$ cat src/rtl/dtg_pkg.sv
package dtg_pkg;
  typedef enum logic [2:0] {
    ST_OFF,
    ST_WAIT_ON,
    ST_PWR,
    ST_WAIT_AUX,
    ST_AUX
  } dtg_state_e;
endpackage

$ cat src/rtl/dtg_sync.sv
module dtg_sync #(
  parameter int W      = 1,
  parameter int STAGES = 2
) (
  input  logic         clk_i,
  input  logic         rst_ni,
  input  logic [W-1:0] d_i,
  output logic [W-1:0] q_o
);
  logic [W-1:0] stg_q [STAGES];

  for (genvar s = 0; s < STAGES; s++) begin : g_stage
    always_ff @(posedge clk_i or negedge rst_ni) begin
      if (!rst_ni) stg_q[s] <= '0;
      else if (s == 0) stg_q[s] <= d_i;
      else stg_q[s] <= stg_q[(s == 0) ? 0 : s-1];
    end
  end

  assign q_o = stg_q[STAGES-1];
endmodule

$ cat src/rtl/dtg_timer.sv
module dtg_timer #(
  parameter int W = 8
) (
  input  logic         clk_i,
  input  logic         rst_ni,
  input  logic         load_i,
  input  logic [W-1:0] val_i,
  input  logic         run_i,
  output logic         expire_o
);
  logic [W-1:0] cnt_q;

  always_ff @(posedge clk_i or negedge rst_ni) begin
    if (!rst_ni)                         cnt_q <= W'(1);
    else if (load_i)                     cnt_q <= val_i;
    else if (run_i && cnt_q > W'(1))     cnt_q <= cnt_q - W'(1);
  end

  // last cycle of the wait: the count has reached one
  assign expire_o = run_i && (cnt_q == W'(1));
endmodule

$ cat src/rtl/dt_gate_seq.sv
module dt_gate_seq
  import dtg_pkg::*;
#(
  parameter int   DT_W       = 8,
  parameter bit   AUX_INV    = 1'b0,
  parameter int   DT_ON_RST  = 16,
  parameter int   DT_OFF_RST = 16,
  parameter int   SYNC_STG   = 2
) (
  input  logic            clk_i,
  input  logic            rst_ni,
  input  logic            en_i,
  input  logic            pwm_i,
  input  logic            zvs_on_i,
  input  logic            zvs_off_i,
  input  logic            dt_wr_i,
  input  logic [DT_W-1:0] dt_on_i,
  input  logic [DT_W-1:0] dt_off_i,
  output logic            pwr_o,
  output logic            aux_o,
  output logic            aux_oe_o
);
  localparam int NSYNC = 4;
  localparam logic [DT_W-1:0] DT_MIN = DT_W'(1);

  logic [NSYNC-1:0] raw, syn;
  logic en_s, pwm_s, zon_s, zoff_s;

  assign raw = {en_i, zvs_off_i, zvs_on_i, pwm_i};

  dtg_sync #(.W(NSYNC), .STAGES(SYNC_STG)) u_sync (
    .clk_i (clk_i),
    .rst_ni(rst_ni),
    .d_i   (raw),
    .q_o   (syn)
  );

  assign {en_s, zoff_s, zon_s, pwm_s} = syn;

  // dead-time registers, zero clamped to one cycle
  logic [DT_W-1:0] dt_on_q, dt_off_q;
  always_ff @(posedge clk_i or negedge rst_ni) begin
    if (!rst_ni) begin
      dt_on_q  <= DT_W'(DT_ON_RST);
      dt_off_q <= DT_W'(DT_OFF_RST);
    end else if (dt_wr_i) begin
      dt_on_q  <= (dt_on_i  == '0) ? DT_MIN : dt_on_i;
      dt_off_q <= (dt_off_i == '0) ? DT_MIN : dt_off_i;
    end
  end

  // edge detect tracks the command even in sleep, so waking makes no edge
  logic pwm_q;
  always_ff @(posedge clk_i or negedge rst_ni) begin
    if (!rst_ni) pwm_q <= 1'b0;
    else         pwm_q <= pwm_s;
  end

  logic rise, fall;
  assign rise = pwm_s & ~pwm_q;
  assign fall = ~pwm_s & pwm_q;

  dtg_state_e st_q, st_d;
  logic tm_load, tm_run, tm_exp;
  logic [DT_W-1:0] tm_val;

  assign tm_run = (st_q == ST_WAIT_ON) || (st_q == ST_WAIT_AUX);

  dtg_timer #(.W(DT_W)) u_timer (
    .clk_i   (clk_i),
    .rst_ni  (rst_ni),
    .load_i  (tm_load),
    .val_i   (tm_val),
    .run_i   (tm_run),
    .expire_o(tm_exp)
  );

  always_comb begin
    st_d    = st_q;
    tm_load = 1'b0;
    tm_val  = dt_on_q;
    if (!en_s) begin
      st_d = ST_OFF;
    end else if (rise) begin
      st_d    = ST_WAIT_ON;
      tm_load = 1'b1;
      tm_val  = dt_on_q;
    end else if (fall) begin
      st_d    = ST_WAIT_AUX;
      tm_load = 1'b1;
      tm_val  = dt_off_q;
    end else begin
      case (st_q)
        ST_WAIT_ON:  if (zon_s  || tm_exp) st_d = ST_PWR;
        ST_WAIT_AUX: if (zoff_s || tm_exp) st_d = ST_AUX;
        default:     st_d = st_q;
      endcase
    end
  end

  logic pwr_q, aux_on_q, oe_q;
  always_ff @(posedge clk_i or negedge rst_ni) begin
    if (!rst_ni) begin
      st_q     <= ST_OFF;
      pwr_q    <= 1'b0;
      aux_on_q <= 1'b0;
      oe_q     <= 1'b0;
    end else begin
      st_q     <= st_d;
      pwr_q    <= (st_d == ST_PWR);
      aux_on_q <= (st_d == ST_AUX);
      oe_q     <= en_s;
    end
  end

  assign pwr_o    = pwr_q;
  assign aux_o    = aux_on_q ^ AUX_INV;
  assign aux_oe_o = oe_q;
endmodule

$ cat config.mk
export PLATFORM = sky130hd
export DESIGN_NAME = dt_gate_seq
export DESIGN_NICKNAME = d
export VERILOG_FILES = /design/src/rtl/dtg_pkg.sv /design/src/rtl/dtg_sync.sv /design/src/rtl/dtg_timer.sv /design/src/rtl/dt_gate_seq.sv
export SDC_FILE = /design/constraint.sdc
export NUM_CORES = 1
export LEC_CHECK = 0
export ABC_AREA = 1
export BUFFER_PORTS_ARGS = -buffer_cell sky130_fd_sc_hd__clkbuf_2
export CAP_MARGIN = 25
export CORE_MARGIN = 3
export CORE_UTILIZATION = 57
export CTS_CLUSTER_SIZE = 14
export DETAILED_ROUTE_END_ITERATION = 7
export GPL_TIMING_DRIVEN = 0
export PLACE_DENSITY_LB_ADDON = 0.12
export SLEW_MARGIN = 20
export SYNTH_ARGS = -nofsm -noshare
export SYNTH_HDL_FRONTEND = slang
export SYNTH_SLANG_ARGS = --single-unit
$ cat constraint.sdc
create_clock -name clk_i -period 1.9 [get_ports clk_i]
set_input_delay 0 -clock clk_i [delete_from_list [all_inputs] [get_ports clk_i]]
set_output_delay 0 -clock clk_i [all_outputs]
set_load 0.02 [all_outputs]
# After elaboration in Yosys (flattened, before gate mapping)
# Index checks and enable logic that the tools add are counted.
# word_totals
wordCells	45
reg_bits	39
input_bits	23
# op_classes
bitwise	4
magnitude_cmp	1
addsub	1
n_reduce_logical	8
eq_ne	5
muxes	16
# ops
op	n
8-bit 2-to-1 mux	7
8-bit zero test	2
3-bit 2-to-1 mux	5
8-bit by 1-bit equality test with 1-bit output, second input constant	1
8-bit by 1-bit > comparator with 1-bit output, second input constant	1
8-bit by 1-bit subtractor with 8-bit output, second input constant	1
3-bit by 2-bit equality test with 1-bit output, second input constant	2
3-bit case mux with 2 select lines	1
3-bit by 1-bit equality test with 1-bit output, second input constant	1
3-bit equality test, second input constant	1
1-bit logical OR	3
1-bit 2-to-1 mux	3
1-bit bitwise AND	2
1-bit logical AND	2
1-bit NOT	2
2-bit nonzero test	1

# Depth between registers and ports, before layout
# Gate-level depths: netlist (run 1).
# depth
word_depth	10
depth_mapped	11

# Cells and area by module
# A second synthesis (run 1) with hierarchy kept.
# unflattened
hier_cells	237
hier_area_um2	1979.4
# by_module_without_submodules
mod	cells_each	n_inst	area_per_inst_um2
dt_gate_seq	140	1	1139.8
dtg_timer	85	1	609.3
dtg_sync	12	1	230.2

# Least setup slack after synthesis (run 1)
# OpenSTA, ideal clock, no wires.
# synth_path
path_type	register to register
startpoint	reg u_timer.cnt_q[0]
endpoint	reg u_timer.cnt_q[1]
setup_slack_ns	0.401
synth_period_minus_slack_ns	1.499
stages_incl_launch_ff	11
t_arrival_ns	1.425
setup_time_ns	0.074
path_cell_list	dfstp_2 -> inv_1 -> ha_1 -> nand2_2 -> nor2_2 -> nor2_2 -> o21ai_2 -> nand2_4 -> buf_6 -> nand2_2 -> o21ai_2
# synth_via
elab_chain_len	3
elab_cells_between_ends	6
cone_classes	add/sub (1); order compare (1); mux (2); reduce/logical (2)
# synth_rtl
element	line_no	rtl
start, declared	dtg_timer.sv:11	logic [W-1:0] cnt_q;
start signal, assigned	dtg_timer.sv:15	else if (load_i) cnt_q <= val_i;
start signal, assigned	dtg_timer.sv:16	else if (run_i && cnt_q > W'(1)) cnt_q <= cnt_q - W'(1);
8-bit by 1-bit subtractor with 8-bit output or 8-bit by 1-bit > comparator with 1-bit output (tied branches)	dtg_timer.sv:16	
8-bit 2-to-1 mux or 1-bit logical AND (tied branches)	dtg_timer.sv:16	
8-bit 2-to-1 mux or 2-bit nonzero test (tied branches)	-	
# Several ways; a longest one is shown, not always the timed one. The select of a mux whose other input is x is not followed.
# A chain may end at the register's enable or synchronous reset.

# Final worst setup path (run 1)
# layout_path
startpoint	reg u_sync.stg_q (netlist bit u_sync.q_o[0])
endpoint	reg u_timer.cnt_q[6]
# layout_via
elab_chain_len	6
elab_cells_between_ends	11
cone_classes	mux (7); bitwise (3); reduce/logical (1)
# layout_rtl
element	line_no	rtl
start, declared	dtg_sync.sv:10	logic [W-1:0] stg_q [STAGES];
start signal, assigned by index	dtg_sync.sv:15	else if (s == 0) stg_q[s] <= d_i;
start signal, assigned by index	dtg_sync.sv:16	else stg_q[s] <= stg_q[(s == 0) ? 0 : s-1];
1-bit NOT	dt_gate_seq.sv:61	assign fall = ~pwm_s & pwm_q;
1-bit bitwise AND	dt_gate_seq.sv:61	
8-bit 2-to-1 mux or 1-bit 2-to-1 mux (tied branches)	dt_gate_seq.sv:88	end else if (fall) begin
8-bit 2-to-1 mux or 1-bit 2-to-1 mux (tied branches)	dt_gate_seq.sv:84	end else if (rise) begin
8-bit 2-to-1 mux or 1-bit 2-to-1 mux (tied branches)	dt_gate_seq.sv:82	if (!en_s) begin
8-bit 2-to-1 mux or 2-bit nonzero test (tied branches)	-	
# Several ways; a longest one is shown, not always the timed one.

==> results of run 1 <==
## state kept, by name (all words and copies together) (netlist names)
register and flops:
pwm_q 1, u_timer.cnt_q 8, st_q 3, pwr_o 1, aux_oe_o 1, u_sync.stg_q 4, u_sync.q_o 4, dt_off_q 8
aux_o 1, dt_on_q 8
## synthesized netlist by cell type, drive strengths merged (2+ instances only)
| cell type | instances | area, µm² |
|---|---|---|
| ha | 4 | 50.1 |
| a21oi | 12 | 82.6 |
| o21ai | 29 | 168 |
| clkbuf | 3 | 11.3 |
| dfrtp | 36 | 901 |
| nor2 | 21 | 129 |
| buf | 3 | 33.8 |
| dfstp | 3 | 78.8 |
| nor4 | 3 | 18.8 |
| inv | 32 | 120 |
| o211ai | 2 | 15.0 |
| nand3 | 7 | 40.0 |
| nand2 | 67 | 304 |
## layout make-up
class,instances,share of cell area
Timing Repair Buffer,49,0.154
Multi-Input combinational cell,151,0.341
Sequential cell,39,0.393
Clock buffer,5,0.0151
Tap cell,44,0.0221
Clock inverter,3,0.00804
Buffer,6,0.0181
Inverter,32,0.0482
## how the worst min path moves through the flow
stage | from | endpoint | slack, ns | cells past startpoint
finish | rst_ni | st_q[2] | 0.12 | 2
global route | rst_ni | dt_off_q[5] | 0.16 | 2
CTS | en_i | u_sync.stg_q[7] | 0.27 | 2
detailed placement | zvs_on_i | u_sync.stg_q[5] | 0.11 | 1
global placement | zvs_on_i | u_sync.stg_q[5] | 0.11 | 1
floorplan | rst_ni | aux_o | -0.30 | 0
## per-layer routing
layer,vias to the layer above,global-route usage,share of wire
met3,23,0.0581,0.055
met4,0,0.109,0.051
met5,-,0,0
li1,841,-,-
met1,794,0.292,0.41
met2,53,0.418,0.49
## cells by family (layout without fill, tap and decap cells)
logic type               after synthesis  count (layout)  share of synthesized area
flip-flops                            39              39                      0.491
adder cells (fa/ha/maj)                4               4                     0.0251
AO/OA/AOI/OAI                         46              46                      0.145
buffers and inverters                 38              95                     0.0828
AND/OR/NAND/NOR                      101             101                      0.256
## where the power goes
part	switching, mW	leakage, nW	internal, mW
combinational	0.427	0.762	0.281
clock	0.287	0.0272	0.141
sequential	0.102	0.473	0.958
## worst max-delay path: stages (launching register included)
cell     delay [ns]
dfrtp_1        0.40
inv_1          0.07
ha_1           0.33
nor2_4         0.21
inv_2          0.11
buf_6          0.16
nand2_1        0.06
inv_1          0.05
nand2_1        0.06
nand2_1        0.06
nand2_2        0.05
nand2_1        0.04
## metrics by stage
stage | area (µm²) | power (mW) | util | setup WS [ns] | std cells
2_1_floorplan | 1990 | 1.58 | - | 0.401 | 228
3_3_place_gp | 2170 | 1.71 | 0.679 | 0.279 | 297
3_5_place_dp | 2170 | 1.72 | 0.679 | 0.233 | 297
4_1_cts | 2460 | 2.18 | 0.769 | 0.208 | 328
5_1_grt | 2490 | 2.36 | 0.777 | 0.0479 | 329
6_report | 2490 | 2.20 | 0.777 | 0.187 | 329
==> run metrics, run 1 <==
vias per cell 5.20; post-synthesis cell type count 29; area of the multi-input gates 850 µm²; clk slew on worst S/H paths 0.12 ns; worst hold path type primary input to asynchronous set/reset pin; Crit Path Class register to register; peak supply drop 590 µV; row count 20; cts-stage hold buffer count 23; status complete, no violations; first-pass GRT wire length 7800 µm; setup violators final 0; Syn Nets 255; Final GP Congestion 0.843; Overflow after GRT 0; worst r2r src u_sync.q_o[0]; num ports 26; Core ar. 3200 µm²; flops & latches, synth 39; min Tclk post-route 1.71 ns; Worst setup EP type register; PD cells 882 nW/µm²; drt wl/cell 14.3 µm; total clock buffers created by CTS 5; Crit. Startpoint u_sync.q_o[0]; Horiz. Die Dim 65.2 µm; RSZ-0062 raised after global routing no; worst-case reg-to-reg path depth 11; Least-Margin Pin Slew 0.452 ns; Worst EP required 2.16 ns; Final Hold Fails 0; area occupied by registers 980 µm²; max-cap viol count 0; Async SR Flop Fraction 1.00; CTS tree yes; R2R Setup Slk 0.19 ns; Cells after Synth 228; H-tree levels 2; Avg Synthesized Cell Area 8.75 µm²; most common cell after layout, fill and taps aside nand2_1; Data arrival, critical path 1.97 ns; I/O Buffers 25; Clock Sinks 39; Setup crit end u_timer.cnt_q[6]; antenna-violating nets left 0; TritonRoute pass-1 iters 4; vias in the first global route 1742; Worst-Skew Late Latency 0.35 ns; Post-Syn Area 1990 µm²; Clock Tree Root clkbuf_4; die height 65.2 µm; Ys Warns 0; via count 1711; Max Buffers Root-to-Sink 2; Post-synth EDFFs 0; DRC Markers 0; ys flop type dfrtp_1; Resize count post-CTS 0; final WL 4720 µm; # diodes 0; Total Routing Usage GR 0.244; Initial Util 0.623; area growth from synthesis to layout 24.8%; Hold Slack 0.124 ns; initial antenna violation count 0; leak pwr 1.26 nW; Worst Setup Start Kind register; final worst-path cycle share 0.902; f_max 584 MHz; Final Max Slew Viols 0; Setup TNS 0 ns; First DRT Iteration DRCs 73; Slew Limit Headroom 0.699; largest fanout on the critical path 10; Fill cells 224; Seq/Total Area, Yosys 0.491; most frequent cells in the layout 52 x nand2_1, 36 x dfrtp_1, 28 x inv_1; Fin Clk Skew 0.00331 ns; fin nets 311; largest net degree at the start of global routing 40; setup bufs post-CTS 0; fraction of final layout cells sized beyond drive strength 1 0.284; die area 4240 µm²; Reg-to-Reg End u_timer.cnt_q[6]; DP HPWL 2740 µm
(Power assumes the default switching activity.)
==> run 2, diff against run 1 <==
--- a/config.mk
+++ b/config.mk
@@ -8,8 +8,10 @@
 export ABC_AREA = 1
 export BUFFER_PORTS_ARGS = -buffer_cell sky130_fd_sc_hd__clkbuf_2
 export CAP_MARGIN = 25
-export CORE_MARGIN = 3
-export CORE_UTILIZATION = 57
+export CELL_PAD_IN_SITES_DETAIL_PLACEMENT = 0
+export CELL_PAD_IN_SITES_GLOBAL_PLACEMENT = 2
+export CORE_MARGIN = 2
+export CORE_UTILIZATION = 34
 export CTS_CLUSTER_SIZE = 14
 export DETAILED_ROUTE_END_ITERATION = 7
 export GPL_TIMING_DRIVEN = 0
==> run metrics, run 2 (synthesis gave the netlist of run 1 again) <==
status complete, no violations; First DRT Iteration DRCs 92 (+26%); Finished Cell Area 2500 µm² (+0.35%); min Tclk post-route 1.68 ns (-0.0310 ns); R2R Setup Slk 0.22 ns (+0.03 ns); Largest regs dt_off_q x8, dt_on_q x8, u_timer.cnt_q x8; Hold Crit Depth 3; area of placed instances 2210 µm² (+1.6%); worst hold path type primary input to register; Resize count post-CTS 0 (unchanged); fraction of final layout cells sized beyond drive strength 1 0.285 (+0.000487); vias in the first global route 1583 (-9.1%); Reg-to-Reg End u_timer.cnt_q[6]; final worst slack 0.218 ns (+0.0310 ns); dpl ws 0.213 ns (-0.0197 ns); Clock Tree Root clkbuf_8; Final GP Congestion 0.730 (-13%); TritonRoute pass-1 iters 4 (unchanged); hold path start dt_wr_i; Final Max Slew Viols 0 (unchanged); Overflow after GRT 0 (unchanged); Worst-Skew Late Latency 0.29 ns (-0.06 ns); # diodes 0 (unchanged); first-pass GRT wire length 7620 µm (-2.3%); I/O Buffers 25 (unchanged); row count 27 (+35%); clk slew on worst S/H paths 0.08 ns (-0.04 ns); total clock buffers created by CTS 5 (unchanged); leak pwr 1.25 nW (-1.1%); Setup TNS 0 ns (unchanged); largest fanout on the critical path 10 (unchanged); Core ar. 5570 µm² (+74%); Worst setup EP type register; die height 80.6 µm (+24%); DRC Markers 0 (unchanged); Crit Path Class register to register; most frequent cells in the layout 52 x nand2_1, 36 x dfrtp_1, 28 x inv_1; final worst-path cycle share 0.885 (-0.0163); via count 1565 (-8.5%); worst-case reg-to-reg path depth 11 (unchanged); Endpoint, Worst Hold dt_off_q[0]; final WL 4230 µm (-10%); Final Hold Fails 0 (unchanged); largest net degree at the start of global routing 40 (unchanged); Worst EP required 2.09 ns (-0.07 ns); Max Buffers Root-to-Sink 2 (unchanged); H-tree levels 2 (unchanged); RSZ-0062 raised after global routing no; setup violators final 0 (unchanged); initial antenna violation count 0 (unchanged); die area 6490 µm² (+53%); area growth from synthesis to layout 25.3%; Slew Limit Headroom 0.404 (-0.295); Fin Clk Skew 0.00715 ns (+0.00384 ns); Worst Setup Start Kind register; worst r2r src u_sync.q_o[0]; vias per cell 4.43 (-15%); Total Routing Usage GR 0.157 (-0.0871); num ports 26 (unchanged); Initial Util 0.358 (-0.265); drt wl/cell 12.0 µm (-17%); Clock Sinks 39 (unchanged); most common cell after layout, fill and taps aside nand2_1; fin nets 307 (-1.3%); antenna-violating nets left 0 (unchanged); CTS tree yes; max-cap viol count 0 (unchanged); PD cells 923 nW/µm² (+4.6%); peak supply drop 374 µV (-37%); DP HPWL 3100 µm (+13%); Least-Margin Pin Slew 0.894 ns (+0.442 ns); f_max 594 MHz (+1.8%); Data arrival, critical path 1.87 ns (-0.10 ns); Horiz. Die Dim 80.6 µm (+24%)
==> run 2: cell types whose count changed in the layout (fill, tap and decap cells not counted), sizes merged <==
| cell | previous run | this run |
|---|---|---|
| clkbuf | 33 | 32 |
| dlygate4sd3 | 23 | 20 |
==> run 2: worst max-delay path, stage by stage, from the launching register on <==
cell	delay (ns)
dfrtp_1	0.37
inv_1	0.05
ha_1	0.32
nor2_4	0.22
inv_2	0.11
buf_6	0.16
nand2_1	0.07
inv_1	0.05
nand2_1	0.07
nand2_1	0.06
nand2_2	0.05
nand2_1	0.04
==> run 2: how the worst max path moves through the flow <==
stage | cells past startpoint | slack [ns] | from | endpoint
final | 11 | 0.22 | u_sync.q_o[0] | u_timer.cnt_q[6]
after global routing | 11 | 0.08 | u_sync.q_o[0] | u_timer.cnt_q[6]
after CTS | 11 | 0.20 | u_sync.q_o[0] | u_timer.cnt_q[6]
after detailed placement | 11 | 0.21 | u_sync.q_o[0] | u_timer.cnt_q[6]
after global placement | 11 | 0.23 | u_sync.q_o[0] | u_timer.cnt_q[6]
after floorplan | 10 | 0.40 | u_timer.cnt_q[0] | u_timer.cnt_q[1]
==> run 2: power breakdown <==
| part | leakage [nW] | internal [mW] | switching, mW |
|---|---|---|---|
| sequential | 0.473 | 0.959 | 0.0988 |
| combinational | 0.736 | 0.269 | 0.418 |
| clock | 0.0402 | 0.256 | 0.307 |
==> run 2: what timing repair did <==
item	CTS	global route
setup buffers	0	0
hold buffers	20	0
endpoints found under the hold margin	55	0
==> run 2: area by class of cell <==
cell class | instances | area (µm²)
Fill cell | 570 | 3080
Sequential cell | 39 | 980
Multi-Input combinational cell | 151 | 850
Timing Repair Buffer | 45 | 325
Inverter | 32 | 120
Tap cell | 72 | 90.1
Clock buffer | 5 | 68.8
Buffer | 6 | 45.0
Clock inverter | 3 | 20.0
==> run 2: per-layer routing <==
layer / vias to the layer above / global-route usage / wire length [µm]
met2: 25 / 0.247 / 1850
met1: 704 / 0.217 / 2200
li1: 831 / - / -
met3: 5 / 0.0337 / 121
met4: 0 / 0.0458 / 62
met5: - / 0 / 0
==> run 2: stage by stage <==
step                       util  hold WS, ns  total power, mW  std cells
after detailed placement  0.396        0.110             1.74        325
after CTS                 0.448      0.00270             2.35        353
after global routing      0.448       0.0175             2.50        353
after global placement    0.396        0.108             1.74        325
final                     0.448      0.00715             2.31        353
after floorplan               -       -0.296             1.58        228
==> run 3, diff against run 2 <==
--- a/config.mk
+++ b/config.mk
@@ -11,7 +11,7 @@
 export CELL_PAD_IN_SITES_DETAIL_PLACEMENT = 0
 export CELL_PAD_IN_SITES_GLOBAL_PLACEMENT = 2
 export CORE_MARGIN = 2
-export CORE_UTILIZATION = 34
+export CORE_UTILIZATION = 37
 export CTS_CLUSTER_SIZE = 14
 export DETAILED_ROUTE_END_ITERATION = 7
 export GPL_TIMING_DRIVEN = 0
==> constraint.sdc (replaced) <==
create_clock -name clk_i -period 2 [get_ports clk_i]
set_input_delay 0 -clock clk_i [delete_from_list [all_inputs] [get_ports clk_i]]
set_output_delay 0 -clock clk_i [all_outputs]
set_load 0.02 [all_outputs]
==> run metrics, run 3 (synthesis gave the netlist of run 1 again) <==
Worst EP required 2.19 ns (+0.10 ns); PD cells 871 nW/µm² (-5.6%); die height 77.4 µm (-3.9%); Core ar. 5140 µm² (-7.8%); largest net degree at the start of global routing 40 (unchanged); Total Routing Usage GR 0.155 (-0.00218); GRT met3 Usage 0.0314 (-0.00231); CTS tree yes; leak pwr 1.25 nW (+0.33%); area growth from synthesis to layout 25.7%; clk slew on worst S/H paths 0.08 ns (about the same); Worst-Skew Late Latency 0.29 ns (about the same); Setup TNS 0 ns (unchanged); die area 5990 µm² (-7.7%); DRC Markers 0 (unchanged); Least-Margin Pin Slew 0.872 ns (-0.0214 ns); initial antenna violation count 0 (unchanged); GR Util met2 0.232 (-0.0145); num ports 26 (unchanged); vias in the first global route 1541 (-2.7%); Clock Sinks 39 (unchanged); largest fanout on the critical path 10 (unchanged); most frequent cells in the layout 52 x nand2_1, 36 x dfrtp_1, 28 x inv_1; Crit Path Class register to register; setup violators final 0 (unchanged); Fill cells 533 (-6.5%); busiest grt layer met2; TritonRoute pass-1 iters 3 (-1); Initial Util 0.388 (+0.0302); Finished Cell Area 2510 µm² (+0.30%); most common cell after layout, fill and taps aside nand2_1; Final Max Slew Viols 0 (unchanged); Worst setup EP type register; H-tree levels 2 (unchanged); f_max 597 MHz (+0.37%); Max Buffers Root-to-Sink 2 (unchanged); row count 26 (-3.7%); I/O Buffers 25 (unchanged); area of the multi-input gates 850 µm² (unchanged); Final Hold Fails 0 (unchanged); Clock Tree Root clkbuf_8; final WL 4100 µm (-3.1%); Overflow after GRT 0 (unchanged); via count 1559 (-0.38%); area occupied by registers 980 µm² (unchanged); setup bufs post-CTS 0 (unchanged); Global Route met1 Usage 0.220 (+0.00311); drt wl/cell 11.6 µm (-2.8%); Final GP Congestion 0.709 (-2.9%); Largest regs dt_off_q x8, dt_on_q x8, u_timer.cnt_q x8; area of placed instances 2210 µm² (-0.11%); Slew Limit Headroom 0.418 (+0.0142); antenna-violating nets left 0 (unchanged); total clock buffers created by CTS 5 (unchanged); Fin Clk Skew 0.00313 ns (-0.00402 ns); Hold Slack 0.00548 ns (-0.00167 ns); max-cap viol count 0 (unchanged); First DRT Iteration DRCs 37 (-60%); Worst Setup Start Kind register; final worst slack 0.324 ns (+0.106 ns); DP HPWL 3000 µm (-3.3%); status complete, no violations; first-pass GRT wire length 7260 µm (-4.7%); fin nets 308 (+0.33%); final worst-path cycle share 0.838 (-0.0473); # diodes 0 (unchanged); worst hold path type primary input to register; Resize count post-CTS 0 (unchanged); fraction of final layout cells sized beyond drive strength 1 0.284 (-0.00101); dpl ws 0.308 ns (+0.0950 ns); peak supply drop 411 µV (+9.9%); min Tclk post-route 1.68 ns (-0.00613 ns); RSZ-0062 raised after global routing no; vias per cell 4.43 (-0.10%); Horiz. Die Dim 77.4 µm (-3.9%); Data arrival, critical path 1.86 ns (about the same)
==> run 3: cell types whose count changed in the layout (fill, tap and decap cells not counted), sizes merged <==
cell         delta
dlygate4sd3     +1
==> run 3: critical path: stages (launching register included) <==
cell and delay (ns):
dfrtp_1 0.38, inv_1 0.05, ha_1 0.32, nor2_4 0.22, inv_2 0.11, buf_6 0.16
nand2_1 0.06, inv_1 0.05, nand2_1 0.07, nand2_1 0.06, nand2_2 0.05, nand2_1 0.04
==> run 3: layer usage <==
| metal | wire, µm | up-vias |
|---|---|---|
| li1 | - | 829 |
| met1 | 2060 | 698 |
| met2 | 1860 | 25 |
| met3 | 105 | 7 |
| met4 | 72 | 0 |
| met5 | 0 | - |
==> run 3: where the power goes <==
group / switching (mW) / total (mW) / leakage, nW / internal [mW]
clock: 0.287 / 0.530 / 0.0402 / 0.243
sequential: 0.0949 / 1.01 / 0.473 / 0.911
combinational: 0.391 / 0.649 / 0.740 / 0.257
total: 0.773 / 2.18 / 1.25 / 1.41
==> run 3: final timing paths <==
check	start	endpoint	slack [ns]	depth (start not counted)
worst max-delay path	u_sync.q_o[0]	u_timer.cnt_q[6]	0.32	11
worst min-delay path	dt_wr_i	dt_off_q[0]	0.005	3
worst max register to register	u_sync.q_o[0]	u_timer.cnt_q[6]	0.32	11
worst min register to register	u_sync.stg_q[4]	u_sync.q_o[0]	0.35	0
max in group asynchronous	rst_ni	dt_on_q[6]	1.10	2
min in group asynchronous	rst_ni	st_q[2]	0.37	2
==> run 3: what timing repair did <==
action	CTS	global route
hold buffers	21	0
hold endpoints to repair	56	0
setup endpoints to repair	0	0
==> run 3: area by class of cell <==
type / count / area share
flip-flops and latches: 39 / 0.391
multi-input cells: 151 / 0.339
repair buffers: 46 / 0.134
inverters: 32 / 0.0479
well taps: 70 / 0.0349
clock buffers: 5 / 0.0275
plain buffers: 6 / 0.0180
clock inverters: 3 / 0.00799
==> run 3: through the flow <==
step                utilization  power, mW  cells
floorplan                     -       1.50    228
global placement          0.429       1.65    323
detailed placement        0.429       1.65    323
CTS                       0.488       2.22    352
global route              0.488       2.37    352
finish                    0.488       2.18    352
